[src/rtl/slc_pkg.sv]
package slc_pkg;
  typedef struct packed {
    logic p1_lvl;
    logic p0_lvl;
    logic p1_host;
    logic p0_host;
    logic susp;
  } ctrl_t;

  localparam int unsigned CTRL_W = $bits(ctrl_t);
endpackage

[src/rtl/slc_ctrl_reg.sv]
module slc_ctrl_reg
  import slc_pkg::*;
(
  input  logic              clk_i,
  input  logic              rst_ni,
  input  logic              we_i,
  input  logic [CTRL_W-1:0] wdata_i,
  input  logic              io_wr_i,
  output ctrl_t             ctrl_o,
  output logic              init_req_o
);
  ctrl_t ctrl_q;
  logic  init_q;

  always_ff @(posedge clk_i or negedge rst_ni) begin
    if (!rst_ni) begin
      ctrl_q <= '0;
      init_q <= 1'b0;
    end else begin
      init_q <= 1'b0;
      if (ctrl_q.susp) begin
        // wake write: data dropped, register cleared for re-init
        if (io_wr_i) begin
          ctrl_q <= '0;
          init_q <= 1'b1;
        end
      end else if (we_i) begin
        ctrl_q <= ctrl_t'(wdata_i);
      end
    end
  end

  assign ctrl_o     = ctrl_q;
  assign init_req_o = init_q;
endmodule

[src/rtl/slc_act_stretch.sv]
module slc_act_stretch #(
  parameter int unsigned STRETCH_CYC = 300000,
  localparam int unsigned CNT_W      = $clog2(STRETCH_CYC + 1)
) (
  input  logic clk_i,
  input  logic rst_ni,
  input  logic evt_i,
  input  logic hold_i,
  output logic led_no
);
  localparam logic [CNT_W-1:0] LOAD_V = CNT_W'(STRETCH_CYC);

  logic [CNT_W-1:0] cnt_q;

  always_ff @(posedge clk_i or negedge rst_ni) begin
    if (!rst_ni)              cnt_q <= '0;
    else if (hold_i)          cnt_q <= '0;
    else if (evt_i)           cnt_q <= LOAD_V;
    else if (cnt_q != '0)     cnt_q <= cnt_q - 1'b1;
  end

  assign led_no = hold_i | (cnt_q == '0);
endmodule

[src/rtl/slc_pin_sel.sv]
module slc_pin_sel #(
  parameter int unsigned STAGES = 1
) (
  input  logic clk_i,
  input  logic rst_ni,
  input  logic status_i,
  input  logic hold_i,
  input  logic host_en_i,
  input  logic host_lvl_i,
  output logic pin_no
);
  logic [STAGES-1:0] pipe_q;

  generate
    if (STAGES == 1) begin : g_one
      always_ff @(posedge clk_i or negedge rst_ni) begin
        if (!rst_ni)     pipe_q <= '0;
        else if (hold_i) pipe_q <= '0;
        else             pipe_q <= status_i;
      end
    end else begin : g_chain
      always_ff @(posedge clk_i or negedge rst_ni) begin
        if (!rst_ni)     pipe_q <= '0;
        else if (hold_i) pipe_q <= '0;
        else             pipe_q <= {pipe_q[STAGES-2:0], status_i};
      end
    end
  endgenerate

  assign pin_no = host_en_i ? ~host_lvl_i : ~(pipe_q[STAGES-1] & ~hold_i);
endmodule

[src/rtl/stat_led_susp.sv]
module stat_led_susp
  import slc_pkg::*;
#(
  parameter int unsigned CLK_HZ     = 50_000_000,
  parameter int unsigned STRETCH_US = 6000,
  parameter int unsigned LINK_SYNC  = 2
) (
  input  logic              clk_i,
  input  logic              rst_ni,
  input  logic              tx_evt_i,
  input  logic              rx_evt_i,
  input  logic              col_evt_i,
  input  logic              link_ok_i,
  input  logic              rxevt_rd_i,
  input  logic              reg_we_i,
  input  logic [CTRL_W-1:0] reg_wdata_i,
  input  logic              io_wr_i,
  output logic              act_led_no,
  output logic              link_led_no,
  output logic              bus_stat_no,
  output logic              suspended_o,
  output logic              init_req_o
);
  localparam int unsigned TICKS_US    = CLK_HZ / 1_000_000;
  localparam int unsigned STRETCH_CYC = TICKS_US * STRETCH_US;

  ctrl_t ctrl_q;
  logic  susp;
  logic  act_evt;

  assign susp    = ctrl_q.susp;
  assign act_evt = tx_evt_i | rx_evt_i | col_evt_i;

  slc_ctrl_reg u_reg (
    .clk_i      (clk_i),
    .rst_ni     (rst_ni),
    .we_i       (reg_we_i),
    .wdata_i    (reg_wdata_i),
    .io_wr_i    (io_wr_i),
    .ctrl_o     (ctrl_q),
    .init_req_o (init_req_o)
  );

  slc_act_stretch #(.STRETCH_CYC(STRETCH_CYC)) u_act (
    .clk_i  (clk_i),
    .rst_ni (rst_ni),
    .evt_i  (act_evt),
    .hold_i (susp),
    .led_no (act_led_no)
  );

  slc_pin_sel #(.STAGES(LINK_SYNC)) u_pin0 (
    .clk_i      (clk_i),
    .rst_ni     (rst_ni),
    .status_i   (link_ok_i),
    .hold_i     (1'b0),
    .host_en_i  (ctrl_q.p0_host),
    .host_lvl_i (ctrl_q.p0_lvl),
    .pin_no     (link_led_no)
  );

  slc_pin_sel #(.STAGES(1)) u_pin1 (
    .clk_i      (clk_i),
    .rst_ni     (rst_ni),
    .status_i   (rxevt_rd_i),
    .hold_i     (susp),
    .host_en_i  (ctrl_q.p1_host),
    .host_lvl_i (ctrl_q.p1_lvl),
    .pin_no     (bus_stat_no)
  );

  assign suspended_o = susp;
endmodule

[config.mk]
export PLATFORM = sky130hd
export DESIGN_NAME = stat_led_susp
export DESIGN_NICKNAME = d
export VERILOG_FILES = /design/src/rtl/slc_pkg.sv /design/src/rtl/slc_ctrl_reg.sv /design/src/rtl/slc_act_stretch.sv /design/src/rtl/slc_pin_sel.sv /design/src/rtl/stat_led_susp.sv
export SDC_FILE = /design/constraint.sdc
export NUM_CORES = 1
export LEC_CHECK = 0
export BUFFER_PORTS_ARGS = -buffer_cell sky130_fd_sc_hd__buf_2
export CAP_MARGIN = 10
export CORE_MARGIN = 4
export CORE_UTILIZATION = 53
export CTS_CLUSTER_SIZE = 8
export DETAILED_ROUTE_END_ITERATION = 6
export PLACE_DENSITY = 0.74
export SLEW_MARGIN = 15
export SYNTH_ARGS = -nofsm -noshare
export SYNTH_HDL_FRONTEND = slang
export SYNTH_SLANG_ARGS = --single-unit
[constraint.sdc]
create_clock -name clk_i -period 5.7 [get_ports clk_i]
set_input_delay 1.14 -clock clk_i [delete_from_list [all_inputs] [get_ports clk_i]]
set_output_delay 1.14 -clock clk_i [all_outputs]
set_load 0.005 [all_outputs]
# Word-level counts from Yosys, hierarchy flattened
# Cells that the tools add are included.
# totals
elab_cells,36
in_bits,14
regBits,28
# op_classes
add_sub_neg,1
eq_ne,1
reduce_logical,5
muxes,11
bitwise_logic,9
# ops
operator,n
$mux 19,3
$logic_not 19->1,1
$reduce_bool 19->1,1
$sub 19x1->19 const B,1
$mux 5,3
$mux 1,5
$not 1->1,5
$or 1x1->1,3
$reduce_bool 3->1,1
$ne 2x2->1 const B,1
$reduce_and 2->1,1
$reduce_bool 2->1,1
$and 1x1->1,1

# Longest topological paths before layout
# logic_depth
ltp_word,4
mapped_depth,9

# Hierarchy
# Synthesis repeated with hierarchy kept, for this count alone.
# unflattened
hier_cells,145
hier_area_um2,1456.4
# modules_own_cells
module,area_each_um2,instances,cells_per_inst
slc_act_stretch,1062.3,1,114
slc_ctrl_reg,261.5,1,19
slc_pin_sel (u_pin0),80.1,1,6
slc_pin_sel (u_pin1),42.5,1,4
stat_led_susp,10.0,1,2

# Worst setup path before layout
# Ideal clock, no wire load.
# synth_path
path_kind,register to output
startpoint,reg u_act.cnt_q[0]
endpoint,out act_led_no
required_ns,4.560
path_buffers,2
t_arrival_ns,2.017
slack_ns,2.543
path_stages_with_launch,9
path_cell_list,dfrtp_1 -> inv_1 -> ha_1 -> or4b_4 -> or3_1 -> buf_6 -> or2_1 -> buf_6 -> nand2b_2
# synth_between
elab_chain_len,2
# synth_rtl
element,line,source
"start, declared",slc_act_stretch.sv:13,logic [CNT_W-1:0] cnt_q;
"start signal, assigned",slc_act_stretch.sv:19,else if (cnt_q != '0) cnt_q <= cnt_q - 1'b1;
$logic_not 19->1,slc_act_stretch.sv:22,assign led_no = hold_i | (cnt_q == '0);
$or 1x1->1,slc_act_stretch.sv:22,
"end, declared",stat_led_susp.sv:18,"output logic act_led_no,"
# No other way between the ends.

# Worst setup path after layout
# Same ends and word-level chain as after synthesis.

==> flow_metrics.tcl <==
set metrics [dict create \
    outcome "finished clean" \
    crit_fanout 9 \
    synth-seq-area-share_pct 50.27 \
    clockBufferDepth 2 \
    finish.net_count 171 \
    cp_data_required_time_ns 4.56 \
    finalCritPeriodShare_pct 65.84 \
    layout-area-overhead-vs-synth_pct 9.336 \
    report.final.setup_viol 0 \
    ant_nets 0 \
    cts_sinks 28 \
    maxSlewViolCount 0 \
    finish.instance_area_mm2 0.001524 \
    clk_transition_reported_paths_ns 0.14 \
    pin_count_of_the_biggest_net_entering_global_routing 29 \
    num-fill-cells 216 \
    ios 19 \
    simple_gate_portion_of_the_synthesized_area_pct 20.74 \
    postCtsSetupBuffers 0 \
    syn-instance-count 138 \
    power-per-cell-area_mw_per_mm2 257.2 \
    unrepaired_setup_endpoints_after_global_routing "no" \
    muxShareOfSynthArea_pct 3.591 \
    finalWirelength_um 2406 \
    antenna-diode-count 0 \
    initial_antenna_violation_count 0 \
    htree_num_levels 1 \
    synth-xor-area-share_pct 9.425 \
    post_drt_wl_per_cell_um 13.01 \
    crit_end_element "output port" \
    worst_slew_pin_tran_ns 0.5930 \
    die_height_um 59.28 \
    layout-drive-gt1-share_pct 19.35 \
    max_cap_viol_count 0 \
    hold_path.class "flop to flop" \
    path_buf_inv 2 \
    crit_path_start_kind "flop" \
    core_region_area_mm2 0.002500 \
    cp_data_arrival_time_ns 2.61 \
    final.setup.tns_ns 0 \
    cts-resized-gates 0 \
    clock_tree_from_tritoncts "yes" \
    skew_ns 0.009726 \
    synth.ff_latch_count 28 \
    place.port_buffers 18 \
    grtUsageTotal_pct 15.63 \
    dr_total_vias 1016 \
    cp_cell_sequence "inv_1 > ha_1 > or4b_4 > or3_1 > or2_1 > nand2b_2 > buf_2" \
    synthesis.area_mm2 0.001394 \
    maxSlewHeadroom_pct 60.16 \
    cts_hold_buffers 0 \
    fp-row-count 18 \
    synth_nets 153 \
    number_of_global_route_vias_before_repair 996 \
    viasPerCell 5.492 \
    clock.fmax_mhz 266.4 \
    start_util_pct 55.76 \
    fin_hold_ws_ns 0.3750 \
    yosys.area_share.adder_pct 0.8977 \
    post-route-min-period_ns 3.753 \
    synth_area_per_cell_um2 10.10 \
    synth_top_family_by_area "simple AND/OR/NAND/NOR gates" \
    dpl-instance-area_mm2 0.001488 \
    vdd.ir_drop.worst_v 0.0002117 \
    classification_of_the_worst_setup_path "flop to output port" \
    cts.root.buffer_cell "sky130_fd_sc_hd__clkbuf_4" \
    timing.critical_path.max_delay_family "simple AND/OR/NAND/NOR gates" \
    cp_slowest_stage_delay_ns 0.50 \
    final_core_utilization_pct 60.96 \
    synth-warning-count 0 \
    die_w_um 59.28 \
    drt_first_pass_iters 4 \
    p_leak_nw 0.6557 \
    clock_latency_ns 0.33 \
    fp.dieArea_mm2 0.003514 \
    global_route.overflow_total 0 \
    hold_viol 0 \
    drc 0 \
    detailed_place_hpwl_um 1803 \
    numCtsBuffers 3 \
    timing.critical_path.slowest_stage_cell "sky130_fd_sc_hd__or4b_4" \
    synth-compound-area-share_pct 11.85 \
    global_route_wire_length_before_repair_um 4167 \
    synth.lib_cells_used.distinct 35 \
    drt_first_iter_violations 32 \
    place.gp.congestion 0.9081 \
]
==> synth_stat cells (all sizes together) <==
| library cell | instances | share of area (%) |
|---|---|---|
| dfrtp | 28 | 50 |
| nor2 | 17 | 4.6 |
| o21ai | 11 | 3.9 |
| nand2 | 10 | 2.7 |
| xor2 | 9 | 5.7 |
| a21oi | 6 | 2.2 |
| xnor2 | 6 | 3.8 |
| mux2i | 5 | 3.6 |
| nor3 | 5 | 1.8 |
| nor4 | 4 | 1.8 |
| clkbuf | 3 | 0.81 |
| inv | 3 | 0.81 |
| nand2b | 3 | 1.5 |
| o211ai | 3 | 1.6 |
| or2 | 3 | 1.3 |
| or3 | 3 | 1.4 |
| a211oi | 2 | 1.8 |
| buf | 2 | 1.6 |
| nand3 | 2 | 0.72 |
| nor2b | 2 | 0.90 |
| or4 | 2 | 1.3 |
| and2 | 1 | 0.45 |
| ha | 1 | 0.90 |
| nor3b | 1 | 0.54 |
| nor4b | 1 | 0.63 |
| o21bai | 1 | 0.54 |
| o31a | 1 | 0.63 |
| o31ai | 1 | 0.54 |
| o41ai | 1 | 0.63 |
| or4b | 1 | 0.99 |
==> worst register-to-register path: stages, from the launching register on <==
cell and delay [ns]:
sky130_fd_sc_hd__dfrtp_1 0.43, sky130_fd_sc_hd__inv_1 0.06, sky130_fd_sc_hd__ha_1 0.16, sky130_fd_sc_hd__or4b_4 0.50, sky130_fd_sc_hd__or3_1 0.49, sky130_fd_sc_hd__or2_1 0.37, sky130_fd_sc_hd__o21ai_0 0.12, sky130_fd_sc_hd__a21oi_1 0.08
==> cells in the final DEF, fill, tap and decap left out, drive strengths merged, types with 2 or more instances in the layout <==
cell,n
dfrtp,28
buf,18
nor2,17
o21ai,11
nand2,10
xor2,9
a21oi,6
xnor2,6
nor3,5
mux2i,5
nor4,4
clkbuf,4
inv,3
o211ai,3
or3,3
or2,3
nand2b,3
nor2b,2
nand3,2
a211oi,2
or4,2
==> sequential cells by signal, indices dropped and copies added, names as in the netlist <==
signal / flops
u_reg.ctrl_o: 5
u_pin0.pipe_q: 2
u_pin1.pipe_q: 1
u_act.cnt_q: 19
u_reg.init_req_o: 1
==> power breakdown <==
part	switching, mW	leakage, nW	internal (mW)
Clock	0.0550	0.0210	0.0391
Sequential	0.0185	0.346	0.215
Combinational	0.0333	0.288	0.0308
Total	0.107	0.656	0.285
==> worst paths after layout <==
kind,startpoint,endpoint,slack (ns),cells after the start
hold reg to reg,u_pin0.pipe_q[0],u_pin0.pipe_q[1],0.37,0
hold / removal,u_pin0.pipe_q[0],u_pin0.pipe_q[1],0.37,0
min in group asynchronous,rst_ni,u_act.cnt_q[3],0.79,1
setup / recovery,u_act.cnt_q[0],act_led_no,1.95,7
setup reg to reg,u_act.cnt_q[0],u_act.cnt_q[15],3.34,7
max in group asynchronous,rst_ni,u_reg.ctrl_o[2],4.51,1
==> metal layers <==
layer | routed length (um) | vias to the layer above | GRT usage [%] | share of wire (%)
met2 | 1158 | 22 | 27.15 | 48
li1 | - | 513 | - | -
met3 | 95 | 4 | 1.961 | 3.9
met5 | 0 | - | 0 | 0
met4 | 38 | 0 | 7.767 | 1.6
met1 | 1114 | 477 | 18.85 | 46
==> kinds of logic (layout without fill, tap and decap cells) <==
logic type               count (synthesis)  in the layout
AND/OR/NAND/NOR                         55             55
AO/OA/AOI/OAI                           26             26
XOR/XNOR                                15             15
multiplexers                             5              5
flip-flops                              28             28
buffers and inverters                    8             25
adder cells (fa/ha/maj)                  1              1
==> cell type report <==
type	count	area [um^2]	share of cell area (%)
inverter	3	11.26	0.7389
multi-input combinational	102	648.1	42.53
sequential	28	700.7	45.98
timing repair buffer	18	90.09	5.911
clock buffer	4	36.28	2.381
tap	30	37.54	2.463
==> stage by stage <==
| stage | setup slack [ns] | power (mW) | std cells |
|---|---|---|---|
| floorplan | 2.543 | 0.2783 | 138 |
| global placement | 2.361 | 0.2993 | 181 |
| detailed placement | 2.329 | 0.3016 | 181 |
| CTS | 1.936 | 0.3980 | 185 |
| global route | 1.769 | 0.4157 | 185 |
| finish | 1.947 | 0.3920 | 185 |
(Power assumes the default switching activity.)
